$ cat config.mk
export PLATFORM = sky130hd
export DESIGN_NAME = flash_cmd_ctrl
export DESIGN_NICKNAME = d
export VERILOG_FILES = /design/src/rtl/flash_cmd_pkg.sv /design/src/rtl/flash_tick_gen.sv /design/src/rtl/flash_op_seq.sv /design/src/rtl/flash_irq_unit.sv /design/src/rtl/flash_cmd_ctrl.sv
export SDC_FILE = /design/constraint.sdc
export NUM_CORES = 1
export LEC_CHECK = 0
export BUFFER_PORTS_ARGS = -buffer_cell sky130_fd_sc_hd__buf_4
export CAP_MARGIN = 30
export CORE_AREA = 3 3 171 173
export DETAILED_ROUTE_END_ITERATION = 10
export DIE_AREA = 0 0 174 176
export SLEW_MARGIN = 20
export SYNTH_ARGS = -nofsm -noshare
export SYNTH_HDL_FRONTEND = slang
export SYNTH_HIERARCHICAL = 1
export SYNTH_SLANG_ARGS = --single-unit
$ cat constraint.sdc
create_clock -name clk -period 5.8 [get_ports clk]
set_input_delay 1.16 -clock clk [delete_from_list [all_inputs] [get_ports clk]]
set_output_delay 1.16 -clock clk [all_outputs]
set_load 0.01 [all_outputs]
$ cat src/rtl/flash_cmd_pkg.sv
package flash_cmd_pkg;

    localparam int WORD_W    = 32;
    localparam int NUM_WORDS = 4;
    localparam int LANE_W    = $clog2(NUM_WORDS);

    localparam logic [7:0] OFF_ADDR  = 8'h00;
    localparam logic [7:0] OFF_DIV   = 8'h04;
    localparam logic [7:0] OFF_CTL   = 8'h08;
    localparam logic [7:0] OFF_IRQ   = 8'h24;
    localparam logic [7:0] OFF_DATA0 = 8'h30;

    localparam logic [3:0] KEY_OPEN  = 4'h2;
    localparam logic [3:0] KEY_SHUT  = 4'h3;
    localparam logic [7:0] CODE_PAGE = 8'h55;
    localparam logic [7:0] CODE_MASS = 8'hAA;

    typedef enum logic [1:0] {
        OP_IDLE = 2'd0,
        OP_PROG = 2'd1,
        OP_PAGE = 2'd2,
        OP_MASS = 2'd3
    } fa_op_e;

    // Stored control settings (command bits live in the sequencer state)
    typedef struct packed {
        logic [3:0] key;
        logic       burst;
        logic       lowv;
        logic [7:0] code;
        logic       narrow;
    } ctl_cfg_t;

    // Decoded command request carried by one control write
    typedef struct packed {
        logic   req;
        logic   legal;
        fa_op_e op;
    } cmd_req_t;

    function automatic ctl_cfg_t cfg_from_word(input logic [31:0] w);
        ctl_cfg_t c;
        c.key    = w[31:28];
        c.burst  = w[27];
        c.lowv   = w[25];
        c.code   = w[15:8];
        c.narrow = w[4];
        return c;
    endfunction

    function automatic logic [31:0] ctl_word(input ctl_cfg_t c, input fa_op_e op);
        logic [31:0] w;
        w        = '0;
        w[31:28] = c.key;
        w[27]    = c.burst;
        w[25]    = c.lowv;
        w[24]    = (op != OP_IDLE);
        w[15:8]  = c.code;
        w[4]     = c.narrow;
        w[2]     = (op == OP_PAGE);
        w[1]     = (op == OP_MASS);
        w[0]     = (op == OP_PROG);
        return w;
    endfunction

    function automatic cmd_req_t judge_cmd(input logic [31:0] w);
        cmd_req_t r;
        logic     key_ok;
        key_ok  = (w[31:28] == KEY_OPEN);
        r.req   = |w[2:0];
        r.op    = OP_IDLE;
        r.legal = 1'b0;
        case (w[2:0])
            3'b001: begin r.op = OP_PROG; r.legal = key_ok; end
            3'b010: begin r.op = OP_MASS; r.legal = key_ok && (w[15:8] == CODE_MASS); end
            3'b100: begin r.op = OP_PAGE; r.legal = key_ok && (w[15:8] == CODE_PAGE); end
            default: begin r.op = OP_IDLE; r.legal = 1'b0; end
        endcase
        return r;
    endfunction

    function automatic logic [NUM_WORDS-1:0] lane_mask(input logic narrow,
                                                       input logic [LANE_W-1:0] sel);
        logic [NUM_WORDS-1:0] m;
        if (narrow) m = NUM_WORDS'(1) << sel;
        else        m = '1;
        return m;
    endfunction

endpackage

$ cat src/rtl/flash_tick_gen.sv
module flash_tick_gen #(
    parameter int DIV_W = 8
) (
    input  logic             clk,
    input  logic             rst,
    input  logic             restart,
    input  logic [DIV_W-1:0] div,
    output logic             tick
);
    logic [DIV_W-1:0] cnt;
    logic [DIV_W-1:0] limit;

    // A divide of zero behaves as one: a tick on every cycle
    assign limit = (div == '0) ? '0 : div - 1'b1;
    assign tick  = (cnt >= limit);

    always_ff @(posedge clk) begin
        if (rst || restart) cnt <= '0;
        else if (tick)      cnt <= '0;
        else                cnt <= cnt + 1'b1;
    end
endmodule

$ cat src/rtl/flash_op_seq.sv
module flash_op_seq
    import flash_cmd_pkg::*;
#(
    parameter int WR_TICKS   = 8,
    parameter int PAGE_TICKS = 40,
    parameter int MASS_TICKS = 100
) (
    input  logic   clk,
    input  logic   rst,
    input  logic   start,
    input  fa_op_e start_op,
    input  logic   tick,
    output fa_op_e op_q,
    output logic   finish
);
    localparam int MAX_AB = (WR_TICKS > PAGE_TICKS) ? WR_TICKS : PAGE_TICKS;
    localparam int MAX_T  = (MAX_AB > MASS_TICKS) ? MAX_AB : MASS_TICKS;
    localparam int CW     = $clog2(MAX_T + 1);

    logic [CW-1:0] remain;

    function automatic logic [CW-1:0] ticks_for(input fa_op_e op);
        case (op)
            OP_PROG: ticks_for = CW'(WR_TICKS);
            OP_PAGE: ticks_for = CW'(PAGE_TICKS);
            OP_MASS: ticks_for = CW'(MASS_TICKS);
            default: ticks_for = CW'(1);
        endcase
    endfunction

    assign finish = (op_q != OP_IDLE) && tick && (remain <= CW'(1));

    always_ff @(posedge clk) begin
        if (rst) begin
            op_q   <= OP_IDLE;
            remain <= '0;
        end else if (op_q == OP_IDLE) begin
            if (start) begin
                op_q   <= start_op;
                remain <= ticks_for(start_op);
            end
        end else if (tick) begin
            if (remain <= CW'(1)) op_q <= OP_IDLE;
            else                  remain <= remain - 1'b1;
        end
    end
endmodule

$ cat src/rtl/flash_irq_unit.sv
module flash_irq_unit (
    input  logic       clk,
    input  logic       rst,
    input  logic       set_done,
    input  logic       set_fail,
    input  logic       wr,
    input  logic [1:0] wr_clear,
    input  logic [1:0] wr_enable,
    output logic [1:0] flags,
    output logic [1:0] en,
    output logic       irq
);
    logic [1:0] clr;

    assign clr = wr ? wr_clear : 2'b00;
    assign irq = |(flags & en);

    always_ff @(posedge clk) begin
        if (rst) begin
            flags <= 2'b00;
            en    <= 2'b00;
        end else begin
            if (wr) en <= wr_enable;
            // a new event wins over a clear in the same cycle
            flags <= (flags & ~clr) | {set_fail, set_done};
        end
    end
endmodule

$ cat src/rtl/flash_cmd_ctrl.sv
module flash_cmd_ctrl
    import flash_cmd_pkg::*;
#(
    parameter int DIV_W      = 8,
    parameter int DIV_RESET  = 1,
    parameter int WR_TICKS   = 8,
    parameter int PAGE_TICKS = 40,
    parameter int MASS_TICKS = 100
) (
    input  logic                        clk,
    input  logic                        rst,
    input  logic                        reg_we,
    input  logic [7:0]                  reg_addr,
    input  logic [31:0]                 reg_wdata,
    output logic [31:0]                 reg_rdata,
    output logic [1:0]                  fa_cmd,
    output logic [31:0]                 fa_addr,
    output logic [WORD_W*NUM_WORDS-1:0] fa_wdata,
    output logic [NUM_WORDS-1:0]        fa_wmask,
    output logic                        irq
);
    logic [31:0]                          addr_q;
    logic [DIV_W-1:0]                     div_q;
    ctl_cfg_t                             cfg_q;
    logic [NUM_WORDS-1:0][WORD_W-1:0]     data_q;
    fa_op_e                               op_q;
    cmd_req_t                             req;
    logic                                 busy, ctl_wr, irq_wr, start, fail_set, op_done, tick;
    logic                                 cfg_we, data_hit;
    logic [1:0]                           irq_flags, irq_en;

    assign busy     = (op_q != OP_IDLE);
    assign req      = judge_cmd(reg_wdata);
    assign ctl_wr   = reg_we && (reg_addr == OFF_CTL);
    assign irq_wr   = reg_we && (reg_addr == OFF_IRQ);
    assign cfg_we   = reg_we && !busy;
    assign start    = ctl_wr && !busy && req.req && req.legal;
    assign fail_set = ctl_wr && req.req && (busy || !req.legal);
    assign data_hit = (reg_addr[7:4] == OFF_DATA0[7:4]) && (reg_addr[1:0] == 2'b00);

    always_ff @(posedge clk) begin
        if (rst) begin
            addr_q <= '0;
            div_q  <= DIV_W'(DIV_RESET);
            cfg_q  <= '0;
        end else if (cfg_we) begin
            case (reg_addr)
                OFF_ADDR: addr_q <= reg_wdata;
                OFF_DIV:  div_q  <= reg_wdata[DIV_W-1:0];
                OFF_CTL:  cfg_q  <= cfg_from_word(reg_wdata);
                default:  ;
            endcase
        end
    end

    always_ff @(posedge clk) begin
        if (rst) begin
            data_q <= '0;
        end else if (cfg_we && data_hit) begin
            for (int i = 0; i < NUM_WORDS; i++) begin
                if (reg_addr[LANE_W+1:2] == LANE_W'(i)) data_q[i] <= reg_wdata;
            end
        end
    end

    always_comb begin
        reg_rdata = '0;
        if (data_hit) begin
            reg_rdata = data_q[reg_addr[LANE_W+1:2]];
        end else begin
            case (reg_addr)
                OFF_ADDR: reg_rdata = addr_q;
                OFF_DIV:  reg_rdata = 32'(div_q);
                OFF_CTL:  reg_rdata = ctl_word(cfg_q, op_q);
                OFF_IRQ:  reg_rdata = {22'b0, irq_en, 6'b0, irq_flags};
                default:  reg_rdata = '0;
            endcase
        end
    end

    flash_tick_gen #(.DIV_W(DIV_W)) u_tick (
        .clk     (clk),
        .rst     (rst),
        .restart (start),
        .div     (div_q),
        .tick    (tick)
    );

    flash_op_seq #(
        .WR_TICKS   (WR_TICKS),
        .PAGE_TICKS (PAGE_TICKS),
        .MASS_TICKS (MASS_TICKS)
    ) u_seq (
        .clk      (clk),
        .rst      (rst),
        .start    (start),
        .start_op (req.op),
        .tick     (tick),
        .op_q     (op_q),
        .finish   (op_done)
    );

    flash_irq_unit u_irq (
        .clk       (clk),
        .rst       (rst),
        .set_done  (op_done),
        .set_fail  (fail_set),
        .wr        (irq_wr),
        .wr_clear  (reg_wdata[1:0]),
        .wr_enable (reg_wdata[9:8]),
        .flags     (irq_flags),
        .en        (irq_en),
        .irq       (irq)
    );

    generate
        for (genvar w = 0; w < NUM_WORDS; w++) begin : g_lane
            assign fa_wdata[w*WORD_W +: WORD_W] = data_q[w];
        end
    endgenerate

    assign fa_cmd   = op_q;
    assign fa_addr  = addr_q;
    assign fa_wmask = (op_q == OP_PROG) ? lane_mask(cfg_q.narrow, addr_q[LANE_W+1:2]) : '0;

endmodule

==> qor.csv <==
metric;value;unit
initial drt markers;802;
TritonCTS Buffers;24;
hpwl dp;23700;um
Area Growth Syn to Fin;29.5;%
setup total negative slack;0;ns
Max Slew Vio Count;0;
sequential element share of the synthesized area;42.2;%
FP Rows;61;
endpoint type of the worst setup path;output pin;
Synth cell types;63;
Sink Count;204;
launching element of the worst setup path;reg_addr[3];
top-area cell type share of the netlist area;42.2;%
Final nets;1410;
Die W;174;um
DRC viols;0;
hold crit path type;reg -> reg;
CP Cell Sequence;buf_4, nor4b_1, and2_1, buf_4, nand2_1, nand2_1, buf_4;
hold buffers post-CTS;0;
Core ar.;27800;um^2
Hold Vio Cnt, Final;0;
Setup Buffers After CTS;0;
final non-filler cell total;1747;
top_reg_cell synth;dfxtp_1;
ys async rst share;0;%
WP depth;7;
Crit path top cell by count;buf_4;
ant diodes;0;
Largest delay share family, worst path;simple AND/OR/NAND/NOR gates;
DR vias;9166;
Post-Route WL;35400;um
min cycle time layout;4.57;ns
Area contributors post-synth;dfxtp_1 42%, nand2_1 13%, a21oi_1 7.7%;
area of the multi-input gates;5140;um^2
most frequent cell after synthesis;nand2_1;
worst endpoint required time;4.64;ns
DR WL/cell;20.3;um
initial antenna violation count;0;
Avg Cell Area, Syn;8.35;um^2
share of layout cells above drive strength 1;29.8;%
fin crit share;78.8;%
Chip Height;176;um
Crit path largest cell delay;0.58;ns
Post-synth top cells;345 x nand2_1, 204 x dfxtp_1, 149 x a21oi_1;
number of global-route vias before repair;8739;
PortBufs;241;
Clk Latency, worst-skew pair;0.52;ns
gp weighted congestion;0.862;
WS Path Type;in -> out;
Post-Place Cells;1703;
syn_nets;1216;
WP buf/inv;3;
H-tree levels;1;
Critical Path Source Type;primary input;
status;completed;
Synth area leader;dfxtp_1;
Starting Density;34.8;%
clock slew at reported path FFs;0.06;ns
Arr. time, crit path;3.41;ns
Max IR drop VDD;0.209;mV
RR Startpoint;div_q[0];
Rel. slew slack;37.5;%
full die area;30600;um^2
Yosys warning total;6;
RSZ-0062 raised after global routing;false;
Final Cell Area;12500;um^2
#FFs+latches synth;204;
worst-margin pin slew;0.933;ns
FMAX;219;MHz
Reg area;4080;um^2
number of flops mapped to enable cells by yosys;0;
Overflow after GRT;0;
# resized after CTS;0;
Worst setup endpoint;reg_rdata[15];
All-Layer GR Usage;22.3;%
leakage;0.00489;uW
critical path peak fanout;40;
Initial DRT Pass Iterations;5;
Final Skew;0.0147;ns
worst reg2reg path endpoint;u_seq/remain[1];
Fill cells;2808;
CTS root buf;clkbuf_16;
maximum number of pins on one net before global-route repair;96;
PwrDens;247;nW/um^2
R2R depth;15;
CTS tree;yes;
post-synthesis cell area;9670;um^2
max-cap check violation count;0;
first-pass GRT wire length;53800;um
R2R setup slack;1.53;ns
vias per cell;5.25;
Crit-path slowest cell;and2_1;
Ports;242;
Mapped Cells;1158;
CTS Buffer Depth;3;
Finish-stage setup viols;0;
DP Area;11700;um^2
Antenna Nets Post-Route;0;
layout make-up:
type / count / area share, %
multi-input cells: 849 / 41.0
flip-flops and latches: 204 / 32.6
repair buffers: 257 / 15.7
clock buffers: 34 / 5.66
well taps: 378 / 3.77
clock inverters: 9 / 0.809
inverters: 16 / 0.479
sequential cells by signal, indices dropped and copies added (netlist names):
name / count
u_irq/en: 2
fa_wdata: 128
u_seq/op_q: 2
cfg_q: 15
fa_addr: 32
u_tick/cnt: 8
div_q: 8
u_seq/remain: 7
u_irq/flags: 2
layout by cell type, fill, tap and decap left out, types with 7 or more instances in the layout:
| cell type | synthesis | routed |
|---|---|---|
| nand3_1 | 12 | 12 |
| nand2b_1 | 8 | 8 |
| nor3_1 | 14 | 14 |
| xnor2_1 | 7 | 7 |
| inv_1 | 16 | 16 |
| a21oi_2 | 30 | 30 |
| a21oi_1 | 149 | 149 |
| nand2_1 | 345 | 345 |
| nor2_1 | 49 | 48 |
| ha_1 | 15 | 15 |
| buf_4 | 0 | 253 |
| a22oi_1 | 20 | 20 |
| dfxtp_1 | 204 | 204 |
| mux2i_1 | 25 | 25 |
| nand2_2 | 30 | 30 |
| a22o_1 | 10 | 10 |
| mux4_2 | 32 | 32 |
| clkbuf_16 | 0 | 25 |
worst min-delay path by stage:
stage / startpoint / endpoint / slack, ns / cells past startpoint
after floorplan: cfg_q[10] / cfg_q[10] / 0.44 / 2
after global placement: cfg_q[10] / cfg_q[10] / 0.44 / 2
after detailed placement: cfg_q[10] / cfg_q[10] / 0.45 / 2
after CTS: cfg_q[10] / cfg_q[10] / 0.46 / 2
after global routing: cfg_q[9] / cfg_q[9] / 0.48 / 2
final: cfg_q[10] / cfg_q[10] / 0.46 / 2
report_power, final:
part | internal (uW) | switching [uW]
clock network | 938 | 610
registers | 1400 | 1.51
logic | 44.4 | 96.7
total | 2390 | 708
logic make-up after synthesis:
family | count (synthesis) | share of synthesized area, %
compound gates | 249 | 16.1
xor+xnor | 10 | 0.905
buf+inv | 105 | 4.84
fa+ha+maj | 15 | 1.94
mux | 57 | 10.0
flops | 204 | 42.2
simple gates | 518 | 23.9
metrics by stage:
step / hold WS, ns / setup slack [ns] / power [uW] / utilization [%]
2_1_floorplan: 0.437 / 2.01 / 1510 / -
3_3_place_gp: 0.444 / 1.31 / 1570 / 42.0
3_5_place_dp: 0.448 / 1.25 / 1570 / 42.1
4_1_cts: 0.456 / 1.25 / 3110 / 45.0
5_1_grt: 0.484 / 0.998 / 3170 / 45.1
6_report: 0.456 / 1.23 / 3090 / 45.1
layer usage:
layer / GRT usage (%) / share of wire [%] / wire length, um / up-vias
met4: 5.43 / 2.5 / 872 / 0
met5: 0 / 0 / 0 / -
li1: - / - / - / 4372
met2: 36.3 / 47 / 16500 / 372
met3: 4.54 / 7.5 / 2650 / 51
met1: 30.5 / 43 / 15400 / 4371
worst reg2reg max path, cell delays in order, from the launching register on:
cell and delay (ns):
dfxtp_1 0.35, inv_1 0.09, ha_1 0.17, nor3b_1 0.36, nand2b_1 0.16, nand2b_1 0.24
and2_1 0.21, ha_1 0.27, and3_1 0.13, o21ai_0 0.07, a31oi_1 0.71, nand2b_1 0.22
o21ai_1 0.14, a31oi_1 0.58, nor3_1 0.12, a2111oi_2 0.37
No activity file was read; power rests on OpenSTA's default activity.
